[config.mk]
export PLATFORM = sky130hd
export DESIGN_NAME = irq_pin_conditioner
export DESIGN_NICKNAME = d
export VERILOG_FILES = /design/src/rtl/irq_cond_pkg.sv /design/src/rtl/irq_pin_tracker.sv /design/src/rtl/irq_pending_reg.sv /design/src/rtl/irq_action_gen.sv /design/src/rtl/irq_pin_conditioner.sv
export SDC_FILE = /design/constraint.sdc
export NUM_CORES = 1
export LEC_CHECK = 0
export BUFFER_PORTS_ARGS = -buffer_cell sky130_fd_sc_hd__buf_2
export CORE_MARGIN = 3
export CORE_UTILIZATION = 51
export CTS_BUF_LIST = sky130_fd_sc_hd__clkbuf_2
export DETAILED_ROUTE_END_ITERATION = 10
export HOLD_SLACK_MARGIN = 0.02
export PLACE_DENSITY = 0.81
export RECOVER_POWER = 25
export SETUP_SLACK_MARGIN = 0.05
export SLEW_MARGIN = 20
export SYNTH_ARGS = -nofsm -noshare
export SYNTH_HDL_FRONTEND = slang
export SYNTH_SLANG_ARGS = --single-unit
[constraint.sdc]
create_clock -name clk -period 1.53 [get_ports clk]
set_input_delay 0.459 -clock clk [delete_from_list [all_inputs] [get_ports clk]]
set_output_delay 0.459 -clock clk [all_outputs]
set_load 0.05 [all_outputs]
[src/rtl/irq_cond_pkg.sv]
package irq_cond_pkg;
  localparam int NUM_PINS  = 8;
  localparam int PIN_IW    = $clog2(NUM_PINS);
  localparam int NUM_PEND  = 4;

  // pin indices
  localparam int PIN_EXT    = 0;
  localparam int PIN_SMI    = 1;
  localparam int PIN_MCHK   = 2;
  localparam int PIN_CSTOP  = 3;
  localparam int PIN_HRST   = 4;
  localparam int PIN_SRST   = 5;
  localparam int PIN_TBEN   = 6;

  // pending bit positions
  localparam int PB_EXT  = 0;
  localparam int PB_SMI  = 1;
  localparam int PB_MCHK = 2;
  localparam int PB_SRST = 3;

  // active-low pins idle high
  localparam logic [NUM_PINS-1:0] PIN_RST_LEVELS =
    NUM_PINS'((1 << PIN_CSTOP) | (1 << PIN_HRST));
endpackage

[src/rtl/irq_pin_tracker.sv]
module irq_pin_tracker #(
  parameter int N  = 8,
  parameter int IW = 3,
  parameter logic [N-1:0] RST_LEVELS = '0
) (
  input  logic          clk,
  input  logic          rst_n,
  input  logic          upd_valid,
  input  logic [IW-1:0] upd_pin,
  input  logic          upd_level,
  output logic [N-1:0]  level_q,
  output logic          chg
);
  logic [N-1:0] level_d;
  logic [N-1:0] hit;
  logic         cur;

  for (genvar i = 0; i < N; i++) begin : g_pin
    assign hit[i]     = upd_valid && (upd_pin == IW'(i));
    assign level_d[i] = hit[i] ? upd_level : level_q[i];
  end

  always_comb begin
    cur = 1'b0;
    for (int i = 0; i < N; i++) begin
      if (hit[i]) cur = level_q[i];
    end
  end

  assign chg = (|hit) && (upd_level != cur);

  always_ff @(posedge clk or negedge rst_n) begin
    if (!rst_n)          level_q <= RST_LEVELS;
    else if (upd_valid)  level_q <= level_d;
  end


  repeat_level_stable_chk: assert property (@(posedge clk) disable iff (!rst_n)
    (!chg) |=> $stable(level_q));
endmodule

[src/rtl/irq_pending_reg.sv]
module irq_pending_reg #(
  parameter int W = 4
) (
  input  logic         clk,
  input  logic         rst_n,
  input  logic [W-1:0] set_mask,
  input  logic [W-1:0] clr_mask,
  input  logic [W-1:0] ack_mask,
  output logic [W-1:0] pend_q,
  output logic         irq_req
);
  logic [W-1:0] pend_d;
  logic         pend_en;

  always_comb begin
    pend_en = (|set_mask) || (|clr_mask) || (|ack_mask);
    pend_d  = (pend_q & ~clr_mask & ~ack_mask) | set_mask;
  end

  always_ff @(posedge clk or negedge rst_n) begin
    if (!rst_n)       pend_q <= '0;
    else if (pend_en) pend_q <= pend_d;
  end

  assign irq_req = |pend_q;


  set_wins_chk: assert property (@(posedge clk) disable iff (!rst_n)
    (|set_mask) |=> ((pend_q & $past(set_mask)) == $past(set_mask)));

  ack_clears_chk: assert property (@(posedge clk) disable iff (!rst_n)
    (|(ack_mask & ~set_mask)) |=> ((pend_q & $past(ack_mask & ~set_mask)) == '0));

  ack_onehot_chk: assert property (@(posedge clk) disable iff (!rst_n)
    $onehot0(ack_mask));
endmodule

[src/rtl/irq_action_gen.sv]
module irq_action_gen #(
  parameter int IW = 3
) (
  input  logic          clk,
  input  logic          rst_n,
  input  logic          chg,
  input  logic [IW-1:0] upd_pin,
  input  logic          upd_level,
  output logic          halt_pulse,
  output logic          halted,
  output logic          sysrst_pulse,
  output logic          tbs_pulse,
  output logic          tbp_pulse
);
  import irq_cond_pkg::*;

  logic halt_d, sysrst_d, tbs_d, tbp_d, halted_d;

  always_comb begin
    halt_d   = chg && !upd_level && (upd_pin == IW'(PIN_CSTOP));
    sysrst_d = chg && !upd_level && (upd_pin == IW'(PIN_HRST));
    tbs_d    = chg &&  upd_level && (upd_pin == IW'(PIN_TBEN));
    tbp_d    = chg && !upd_level && (upd_pin == IW'(PIN_TBEN));
    halted_d = halted || halt_d;
  end

  always_ff @(posedge clk or negedge rst_n) begin
    if (!rst_n) begin
      halt_pulse   <= 1'b0;
      sysrst_pulse <= 1'b0;
      tbs_pulse    <= 1'b0;
      tbp_pulse    <= 1'b0;
      halted       <= 1'b0;
    end else begin
      halt_pulse   <= halt_d;
      sysrst_pulse <= sysrst_d;
      tbs_pulse    <= tbs_d;
      tbp_pulse    <= tbp_d;
      halted       <= halted_d;
    end
  end


  halt_sticky_chk: assert property (@(posedge clk) disable iff (!rst_n)
    halted |=> halted);

  halt_single_chk: assert property (@(posedge clk) disable iff (!rst_n)
    halt_pulse |=> !halt_pulse);

  tb_exclusive_chk: assert property (@(posedge clk) disable iff (!rst_n)
    !(tbs_pulse && tbp_pulse));

  sysrst_single_chk: assert property (@(posedge clk) disable iff (!rst_n)
    sysrst_pulse |=> !sysrst_pulse);
endmodule

[src/rtl/irq_pin_conditioner.sv]
module irq_pin_conditioner
  import irq_cond_pkg::*;
(
  input  logic                clk,
  input  logic                rst_n,
  input  logic                upd_valid,
  input  logic [PIN_IW-1:0]   upd_pin,
  input  logic                upd_level,
  input  logic [NUM_PEND-1:0] ack_mask,
  output logic [NUM_PINS-1:0] pin_level,
  output logic [NUM_PEND-1:0] pend_mask,
  output logic                irq_req,
  output logic                core_halt_pulse,
  output logic                core_halted,
  output logic                sys_reset_pulse,
  output logic                tb_start_pulse,
  output logic                tb_stop_pulse
);
  logic                chg;
  logic                rise, fall;
  logic [NUM_PEND-1:0] set_mask, clr_mask;

  irq_pin_tracker #(.N(NUM_PINS), .IW(PIN_IW), .RST_LEVELS(PIN_RST_LEVELS)) u_track (
    .clk(clk), .rst_n(rst_n), .upd_valid(upd_valid), .upd_pin(upd_pin),
    .upd_level(upd_level), .level_q(pin_level), .chg(chg));

  always_comb begin
    rise     = chg &&  upd_level;
    fall     = chg && !upd_level;
    set_mask = '0;
    clr_mask = '0;
    if (upd_pin == PIN_IW'(PIN_EXT)) begin
      set_mask[PB_EXT] = rise;
      clr_mask[PB_EXT] = fall;
    end
    if (upd_pin == PIN_IW'(PIN_SMI)) begin
      set_mask[PB_SMI] = rise;
      clr_mask[PB_SMI] = fall;
    end
    if (upd_pin == PIN_IW'(PIN_MCHK)) begin
      set_mask[PB_MCHK] = fall;
    end
    if (upd_pin == PIN_IW'(PIN_SRST)) begin
      set_mask[PB_SRST] = rise;
      clr_mask[PB_SRST] = fall;
    end
  end

  irq_pending_reg #(.W(NUM_PEND)) u_pend (
    .clk(clk), .rst_n(rst_n), .set_mask(set_mask), .clr_mask(clr_mask),
    .ack_mask(ack_mask), .pend_q(pend_mask), .irq_req(irq_req));

  irq_action_gen #(.IW(PIN_IW)) u_act (
    .clk(clk), .rst_n(rst_n), .chg(chg), .upd_pin(upd_pin), .upd_level(upd_level),
    .halt_pulse(core_halt_pulse), .halted(core_halted),
    .sysrst_pulse(sys_reset_pulse), .tbs_pulse(tb_start_pulse),
    .tbp_pulse(tb_stop_pulse));


  irq_follows_pend_chk: assert property (@(posedge clk) disable iff (!rst_n)
    (|set_mask) |=> irq_req);
endmodule

## Word-level counts from Yosys, hierarchy flattened

Index checks and enable logic that the tools add are counted.

| word-level totals | value |
|---|---|
| register bits | 17 |
| bits of input ports | 11 |
| output and inout port bits | 18 |

| operators by class | value |
|---|---|
| eq/ne operators | 8 |
| mux-type cells | 15 |
| bitwise gates (word level) | 5 |
| reductions and logical operators | 33 |

Operators with widths:

| operator | count |
|---|---|
| AND reduction 2 bit | 8 |
| logical AND 1 bit | 15 |
| 2-to-1 mux 1 bit | 15 |
| equality test 3 bit, second input constant | 4 |
| OR reduction 4 bit | 3 |
| AND 4 bit | 2 |
| inverter 4 bit | 2 |
| OR reduction 8 bit | 1 |
| equality test 3 x 2 -> 1 bit, second input constant | 2 |
| OR 4 bit | 1 |
| equality test 3 x 1 -> 1 bit, second input constant | 1 |
| zero test 3 bit | 1 |
| logical OR 1 bit | 3 |
| OR reduction 3 bit | 1 |
| zero test 1 bit | 1 |
| inequality test 1 bit | 1 |

## Logic depth before layout (Yosys ltp)

Gate-level depths: netlist of the first run.

| logic depth | value |
|---|---|
| depth in word-level cells | 18 |
| gate-level depth with buffers | 5 |
| mapped depth without buffers | 4 |

## Hierarchy

A second synthesis of the first run with hierarchy kept.

| second synthesis, totals | value |
|---|---|
| cell total of the unflattened synthesis | 88 |
| area, all modules | 919.6 µm² |

Modules (own cells, without submodules):

| module | instances | cells each | area each (µm²) | seq. area each (µm²) |
|---|---|---|---|---|
| irq_pin_tracker | 1 | 48 | 504.2 | 202.7 |
| irq_action_gen | 1 | 15 | 187.7 | 125.1 |
| irq_pending_reg | 1 | 13 | 153.9 | 100.1 |
| irq_pin_conditioner | 1 | 12 | 73.8 | 0.0 |

## Worst setup path before layout of the first run

No wires, ideal clock.

| path | value |
|---|---|
| path kind | reg2out |
| from | register u_pend.pend_q[1] |
| to | output port irq_req |
| arrival | 1386 ps |
| required time | 1071 ps |
| path slack | -315 ps |
| cell stages (with the launch flop) | 2 |
| path through | dfrtp_1 -> or4_1 |

| between the ends | value |
|---|---|
| cells in the longest elaborated chain, start to end | 1 |

RTL lines:

| item | line | RTL |
|---|---|---|
| from (decl) | irq_pending_reg.sv:9 | `output logic [W-1:0] pend_q,` |
| from (signal assigned) | irq_pending_reg.sv:22 | `else if (pend_en) pend_q <= pend_d;` |
| OR reduction 4 bit | irq_pending_reg.sv:25 | `assign irq_req = \|pend_q;` |
| to (decl) | irq_pin_conditioner.sv:12 | `output logic irq_req,` |

No other way between the ends.

## Final worst setup path of the first run

| path | value |
|---|---|
| from | register u_pend.pend_q[2] |
| to | output port irq_req |

Same word-level chain as after synthesis.

==> results of run 1 <==
[worst paths after layout]
kind,startpoint,cells after the start,end
setup reg to reg,u_track.level_q[0],4,u_pend.pend_q[3]
hold reg to reg,u_act.halted,1,u_act.halted
max in group asynchronous,rst_n,1,u_pend.pend_q[3]
hold / removal,rst_n,1,u_track.level_q[7]
setup / recovery,u_pend.pend_q[2],2,irq_req
min in group clk,ack_mask[1],3,u_pend.pend_q[1]
[metrics by stage]
stage	total power [mW]	TNS, ns	area, um2	std cells
after floorplan	0.943	-0.103	863	83
after global placement	1.08	-0.332	1070	131
after detailed placement	1.09	-0.540	1070	131
after CTS	1.33	-0.353	1130	135
after global routing	1.43	-0.415	1170	135
final	1.36	-0.374	1170	135
[layer usage]
| layer | up-vias | global-route usage, % | wire (um) |
|---|---|---|---|
| met4 | 0 | 6.63 | 22 |
| met3 | 4 | 3.45 | 91 |
| met2 | 22 | 29.5 | 949 |
| met5 | - | 0 | 0 |
| met1 | 349 | 25.1 | 863 |
| li1 | 379 | - | - |
[registers in the layout (all words and copies together), names as in the netlist]
name and cells:
u_act.halt_pulse 1, u_track.level_q 8, u_pend.pend_q 4, u_act.halted 1
u_act.sysrst_pulse 1, u_act.tbp_pulse 1, u_act.tbs_pulse 1
[cells by family after synthesis]
| kind of cell | after synthesis | synth area share (%) |
|---|---|---|
| DFF | 17 | 50.0 |
| AOI/OAI and AO/OA | 18 | 16.2 |
| buffers and inverters | 8 | 4.09 |
| and+or+nand+nor | 35 | 23.2 |
| muxes | 5 | 6.43 |
[cells in the final DEF, fill, tap and decap left out, types with 3 or more instances in the layout]
| cell | count |
|---|---|
| buf_8 | 7 |
| buf_4 | 7 |
| nor2_1 | 5 |
| dfrtp_2 | 3 |
| mux2_1 | 4 |
| clkbuf_2 | 4 |
| o21ai_0 | 4 |
| inv_1 | 3 |
| dfrtp_1 | 12 |
| buf_2 | 17 |
| nand2_1 | 7 |
| buf_6 | 3 |
| nand2b_1 | 5 |
[worst max-delay path, cell delays in order (launching register included)]
cell,delay [ns]
dfrtp_2,0.43
or4_4,0.55
buf_8,0.17
[final cells by class]
class | instances | area, um2
clock buffer | 4 | 20.0
fill | 114 | 367
inverter | 3 | 11.3
multi-input combinational | 58 | 397
sequential | 17 | 432
tap | 16 | 20.0
timing repair buffer | 37 | 295
[power by group]
group	internal [mW]	switching [mW]	leakage (nW)
Clock	0.0693	0.134	0.0166
Combinational	0.208	0.383	0.335
Sequential	0.519	0.0506	0.212
Total	0.796	0.568	0.564
[what timing repair did]
| action | 4_1_cts | 5_1_grt |
|---|---|---|
| resized for setup | 15 | 13 |
| endpoints found under the setup margin | 7 | 12 |
| pin swaps | 0 | 4 |
==> metrics.cfg, run 1 <==
[status]
status = finished, violations left
violations = setup timing

[timing]
min_period_ns = 1.90
setup_ws_ns = -0.374
setup_viol = 1
finalCritPeriodShare_pct = 124
worst_slew_pin_slew_ns = 0.847
clock_skew_ns = 0.00720
rsz0062_at_grt = yes
fmax_mhz = 525
drv_slew = 0
finalHoldViolations = 0
relSlewSlack_pct = 43.5
whs_ns = 0.224

[placement]
gp_congestion = 0.808
dpl.hpwl_um = 1410
port_buffers = 28
pre_cts_slack_ns = -0.146

[die]
fp-row-count = 14
io_pins = 29
die_area_mm2 = 0.00221
fp.dieH_um = 47.0
core_region_area_mm2 = 0.00154
initial_utilization_pct = 55.5
die_x_um = 47.0

[grt]
track_usage_pct = 18.5
grt_max_degree = 18
grt_pass1_vias = 670
overflow = 0
grt_pass1_wl_um = 2880
grt_antenna_before_repair = 0

[drt]
dr.pass1.iters = 4
drc = 0
drt-total-wl_um = 1930
vias = 754
ant_nets = 0
wl_per_cell_um = 14.3
drt_iter0_drc = 11
post_drt_via_cell_ratio = 5.59

[logic_synthesis]
synthTopCellsByCount = 15 x dfrtp_1, 7 x nand2_1, 5 x nand2b_1, 5 x nor2_1
synth_area_leaders = dfrtp_1 44%, dfstp_2 6.1%, mux2_1 5.3%
synth-seq-area-share_pct = 50.0
yosysMostFrequentCell = dfrtp_1
synth_fp_nets = 94
ys_async_sr_fraction_pct = 100
synth_top_area_share_pct = 43.9
ys.flop_type = dfrtp_1
syn_area_per_cell_um2 = 10.3
ys_warn_count = 0
synth_area_um2 = 856
synth_seq_cells = 17
yosysTopAreaCell = dfrtp_1
synth-edff-count = 0
synthCells = 83
ys_types = 34

[setup_path]
cp-start-kind = register
path_class = register to output pin
cp.required_ns = 1.07
cp.arrival_ns = 1.45
path_max_fanout = 2
r2r_slack_ns = 0.12
end_kind = output pin

[layout]
diodes = 0
utilization_pct = 76.2
finalNetCount = 131
areaGrowthSynthToFinish_pct = 37.3
drive_gt1_share_pct = 41.2

[clocking]
cts_tree = done
clk_latency_ns = 0.29
htreeDepth = 1
clkTransAtPathRegs_ns = 0.16
numCtsBuffers = 3
cts.sinks = 17
cts-root-buf = clkbuf_2
post_cts_buffers = 0
cts.path.max_buffers = 2
cts.hold.buffers_added = 0

[power]
ir_drop_mv = 0.741
p_leak_nw = 0.564
power_density_mw_per_mm2 = 1160

[min_path]
min_path_type = input port to asynchronous set/reset pin

[job]
maxCapViolCount = 0

No activity file was read; power rests on OpenSTA's default activity.
==> run 2: changes to the inputs <==
Settings changed: CORE_UTILIZATION 51 to 52, HOLD_SLACK_MARGIN 0.02 to 0.08, SYNTH_HIERARCHICAL set to 1.
==> run 2 against run 1 <==
Compared with the run above:
- the flow still finishes with violations (setup timing)
- cell count is 16% higher
- synthesized cell count is 6.0% higher
- non-clock buffer count is 16 higher
- sequential power is 1% lower
- die area is 4.7% higher
- worst hold slack better by 0.24 ns
- clock skew is 0.0011 ns lower
- design area is 23% higher
- sequential share of layout area is 6.5 points lower
- global-route usage is 8.7 points higher
- clock-buffer cell count stayed put
- register-to-register slack worse by 0.91 ns
==> metrics.cfg, run 2 <==
[setup_path]
cp.required_ns = 1.73
cp.arrival_ns = 2.52
cp_top_family = compound AO/OA/AOI/OAI gates
end_kind = register
cp-start-kind = register
cp_slowest_cell = dfrtp_2
path_class = register to register
crit_top_cell = mux2i_1
slowest_delay_ns = 0.47
crit_chain = mux2i_1 -> o221ai_2 -> a221oi_2 -> mux2i_1 -> or3b_4 -> nor3_2 -> nor2_1 -> a21o_1
cp_num_buf_inv = 0
path_max_fanout = 3

[drt]
drc = 0
post_drt_via_cell_ratio = 6.55
dr.pass1.iters = 4
wl_met3_um = 252
dr_wl_met2_um = 1780
drt-total-wl_um = 3590
drt_iter0_drc = 79
wl_per_cell_um = 22.9
vias = 1028
wl_met1_um = 1340
highest_layer = met4
ant_nets = 0

[logic_synthesis]
synth_area_leaders = dfrtp_1 41%, mux2_1 8.6%, dfstp_2 5.7%
synth-seq-area-share_pct = 46.5
yosysMostFrequentCell = dfrtp_1
synthTopCellsByCount = 15 x dfrtp_1, 10 x nand2_1, 9 x nor2_1, 8 x nor3_1, 7 x mux2_1
yosysTopAreaCell = dfrtp_1
synth_top_area_share_pct = 40.8
synth_seq_cells = 17
syn_area_per_cell_um2 = 10.5
synthCells = 88
ys_async_sr_fraction_pct = 100
ys_warn_count = 6
ys_types = 31
synth_fp_nets = 99
synth-edff-count = 0
synth_area_um2 = 920
ys.flop_type = dfrtp_1

[grt]
grt_max_degree = 18
track_usage_pct = 27.2
overflow = 0
grt_pass1_vias = 968
grt_pass1_wl_um = 4370
grt_antenna_before_repair = 0

[clocking]
htreeDepth = 1
clkTransAtPathRegs_ns = 0.17
numCtsBuffers = 3
cts.path.max_buffers = 2
cts_tree = done
cts-root-buf = clkbuf_2
clk_latency_ns = 0.29
cts.sinks = 17

[layout]
reg_top3 = u_track/level_q (8), u_pend/pend_q (4)
finalNetCount = 153
final_cell_mix = 16 x buf_2, 15 x buf_4
largest_reg_flops = 8
largest_register = u_track/level_q
stdcell_count = 157
drive_gt1_share_pct = 56.0
areaGrowthSynthToFinish_pct = 56.6
final_common_cell = buf_2
diodes = 0
utilization_pct = 91.3

[min_path]
min_path_type = input port to register

[timing]
setup_viol = 12
relSlewSlack_pct = 39.2
rsz0062_at_grt = yes
setup_ws_ns = -0.790
fmax_mhz = 431
drv_slew = 0
min_period_ns = 2.32
finalHoldViolations = 0
worst_slew_pin_slew_ns = 0.911
finalCritPeriodShare_pct = 152
clock_skew_ns = 0.00609

[die]
initial_utilization_pct = 58.3
die_area_mm2 = 0.00231
io_pins = 29
die_x_um = 48.1
core_region_area_mm2 = 0.00158
fp-row-count = 14
fp.dieH_um = 48.1

[placement]
dpl.hpwl_um = 1690
gp_congestion = 0.862
port_buffers = 28
place_inst = 150
pre_cts_slack_ns = -0.846

[power]
p_switching_mw = 0.586
intPower_mw = 0.884
clockPowerShare_pct = 14.4
seq_power_share_pct = 38.4
p_comb_share_pct = 47.2
ir_drop_mv = 0.752
p_sw_share_pct = 39.8
p_leak_nw = 0.717
power_mw = 1.47
power_density_mw_per_mm2 = 1020

[status]
status = finished, violations left
violations = setup timing

[job]
maxCapViolCount = 0

[run 2: changes by cell type after synthesis, moves of 3 or more]
cell | before | now
nor3_1 | 2 | 8
nor2_1 | 5 | 9
o21ai_0 | 4 | 0
a21o_1 | 0 | 3
buf_2 | 4 | 1
mux2_1 | 4 | 7
nand2_1 | 7 | 10
nand2b_1 | 5 | 2
[run 2: final cells by class]
| type | count | area (um2) |
|---|---|---|
| multi-input combinational | 64 | 495 |
| timing repair buffer | 53 | 458 |
| sequential | 17 | 435 |
| fill | 58 | 136 |
| clock buffer | 4 | 20.0 |
| tap | 16 | 20.0 |
| inverter | 3 | 11.3 |
[run 2: worst min-delay path, stage by stage]
cell and delay, ns:
buf_2 0.08, nor2_1 0.04, a21o_1 0.16
[run 2: power groups by stage]
stage	sequential (mW)	combinational, mW	clock, mW
5_1_grt	0.569	0.720	0.240
3_5_place_dp	0.558	0.521	0
3_3_place_gp	0.555	0.509	0
4_1_cts	0.553	0.623	0.207
2_1_floorplan	0.741	0.143	0
6_report	0.564	0.694	0.211
[run 2: path summary, 6_finish.rpt]
kind	from	to	slack (ns)	cells after the start
min	ack_mask[1]	u_pend/pend_q[1]	0.47	3
max	u_track/level_q[0]	u_pend/pend_q[0]	-0.79	8
min in group asynchronous	rst_n	u_act/halt_pulse	0.83	2
min reg2reg	u_track/level_q[6]	u_track/level_q[6]	0.55	1
max reg2reg	u_track/level_q[0]	u_pend/pend_q[0]	-0.79	8
max in group asynchronous	rst_n	u_pend/pend_q[1]	0.08	2
[run 2: what timing repair did]
action | CTS | global route
cloned | 0 | 0
endpoints found under the hold margin | 15 | 0
pin swaps | 4 | 2
setup endpoints to repair | 18 | 20
setup buffers | 3 | 4
hold buffers | 1 | 0
gates resized for setup | 28 | 16
[run 2: kinds of logic (layout without fill, tap and decap cells)]
kind of cell           Yosys count  count (layout)  share of synthesized area, %
AOI/OAI and AO/OA                9               9                          9.39
buffers and inverters            7              60                          4.62
DFF                             17              17                          46.5
muxes                           11              11                          13.5
other                            1               1                         0.408
and+or+nand+nor                 43              43                          25.6
[run 2: per-layer routing]
| metal | global-route usage, % | vias to the layer above |
|---|---|---|
| li1 | - | 417 |
| met1 | 31.6 | 500 |
| met2 | 47.5 | 85 |
| met3 | 6.02 | 26 |
| met4 | 11.8 | 0 |
| met5 | 0 | - |
[run 2: per-stage QoR]
step | TNS, ns | hold slack, ns | area (um2)
2_1_floorplan | -3.84 | 0.163 | 947
3_3_place_gp | -4.65 | 0.393 | 1240
3_5_place_dp | -5.22 | 0.398 | 1240
4_1_cts | -3.35 | 0.429 | 1370
5_1_grt | -6.53 | 0.439 | 1440
6_report | -5.47 | 0.469 | 1440
==> run 3: changes to the inputs <==
Settings changed: RECOVER_POWER 25 to not set.
==> run 3 against run 2 <==
Compared with the run above:
- the run still ends with setup timing left
- critical path depth is the same
- largest cell class unchanged
- sequential power is essentially flat
- via count down 0.19%
- highest routed layer unchanged
- critical path type unchanged
- largest power group unchanged
- clock skew decreased by 0.0026 ns
==> metrics.cfg, run 3 (same netlist as run 2, synthesis figures left out) <==
[power]
power_mw = 1.47
p_sw_share_pct = 39.8
power_density_mw_per_mm2 = 1020
clockPowerShare_pct = 14.4
p_comb_share_pct = 47.2
p_leak_nw = 0.720
intPower_mw = 0.885
ir_drop_mv = 0.754
seq_power_share_pct = 38.4
p_switching_mw = 0.584

[setup_path]
cp.required_ns = 1.73
end_kind = register
cp.arrival_ns = 2.47
r2r-start = u_track/level_q[7]
cp-start-kind = register
path_class = register to register
crit_start = u_track/level_q[7]
path_max_fanout = 3

[drt]
drc = 0
drt-total-wl_um = 3580
dr_wl_met2_um = 1720
highest_layer = met4
wl_met3_um = 272
post_drt_via_cell_ratio = 6.54
vias = 1026
wl_per_cell_um = 22.8
wl_met1_um = 1320
drt_iter0_drc = 79
ant_nets = 0
dr.pass1.iters = 4

[die]
initial_utilization_pct = 58.3
fp-row-count = 14
core_region_area_mm2 = 0.00158
die_area_mm2 = 0.00231
fp.dieH_um = 48.1
die_x_um = 48.1
io_pins = 29

[grt]
grt_pass1_vias = 968
grt_max_degree = 18
grt_pass1_wl_um = 4370
overflow = 0
grt_antenna_before_repair = 0
track_usage_pct = 27.2

[layout]
multi_input_area_um2 = 495
diodes = 0
finalNetCount = 153
ff_latch_area_um2 = 435
final_common_cell = buf_2
areaGrowthSynthToFinish_pct = 56.7
reg_top3 = u_track/level_q (8), u_pend/pend_q (4)
stdcell_count = 157
largest_register = u_track/level_q
n_fill_cell = 57
final_cell_mix = 17 x buf_2, 15 x buf_4
largest_reg_flops = 8
drive_gt1_share_pct = 56.7

[timing]
setup_ws_ns = -0.735
finalHoldViolations = 0
min_period_ns = 2.26
setup_tns_ns = -4.98
drv_slew = 0
fmax_mhz = 442
finalCritPeriodShare_pct = 148
rsz0062_at_grt = yes
clock_skew_ns = 0.00346
setup_viol = 12
whs_ns = 0.469

[clocking]
numCtsBuffers = 3
cts.path.max_buffers = 2
cts_tree = done
cts.sinks = 17
clkTransAtPathRegs_ns = 0.17
clk_latency_ns = 0.29
cts-root-buf = clkbuf_2
htreeDepth = 1

[placement]
port_buffers = 28
gp_congestion = 0.862
pre_cts_slack_ns = -0.846
place_inst = 150
dpl.hpwl_um = 1690

[status]
violations = setup timing
status = finished, violations left

[min_path]
min_path_type = input port to register
hold_start = ack_mask[1]

[job]
maxCapViolCount = 0

-- run 3: cell type report --
cell class | count | share of cell area, %
timing repair buffer | 53 | 31.9
multi-input combinational | 64 | 34.4
clock buffer | 4 | 1.39
inverter | 3 | 0.781
sequential | 17 | 30.2
tap | 16 | 1.39
-- run 3: power by group through the flow --
| stage | clock, mW | sequential, mW | combinational (mW) |
|---|---|---|---|
| final | 0.212 | 0.564 | 0.693 |
| after global placement | 0 | 0.555 | 0.509 |
| after floorplan | 0 | 0.741 | 0.143 |
| after detailed placement | 0 | 0.558 | 0.521 |
| after global routing | 0.240 | 0.569 | 0.721 |
| after CTS | 0.207 | 0.553 | 0.623 |
-- run 3: worst paths after layout --
path / endpoint / slack [ns] / cells past startpoint
setup / recovery: u_pend/pend_q[0] / -0.73 / 8
hold / removal: u_pend/pend_q[1] / 0.47 / 3
setup reg to reg: u_pend/pend_q[0] / -0.73 / 8
hold reg to reg: u_track/level_q[6] / 0.55 / 1
max in group asynchronous: u_track/level_q[4] / 0.57 / 2
min in group asynchronous: u_track/level_q[5] / 0.64 / 2
-- run 3: what timing repair did --
action,4_1_cts,5_1_grt
pin swaps,4,2
gates resized for setup,28,16
hold endpoints to repair,15,0
setup buffers,3,4
setup endpoints to repair,18,20
hold buffers,1,0
-- run 3: worst max-delay path: stages (launching register included) --
cell and delay (ns):
dfrtp_2 0.46, mux2i_1 0.20, o211ai_1 0.14, a221oi_2 0.31, mux2i_1 0.25, or3b_4 0.43
nor3_2 0.12, nor2_1 0.08, a21o_1 0.18
-- run 3: stage by stage --
step                      cell area [um2]  utilization (%)
final                                1440             91.4
after global routing                 1440             91.4
after CTS                            1370             86.9
after detailed placement             1240             78.5
after global placement               1240             78.5
after floorplan                       947                -
-- run 3: per-layer routing --
metal  track usage, %  vias to the layer above
met5                0                        -
met1             31.6                      484
li1                 -                      417
met3             6.02                       38
met2             47.5                       87
met4             11.8                        0
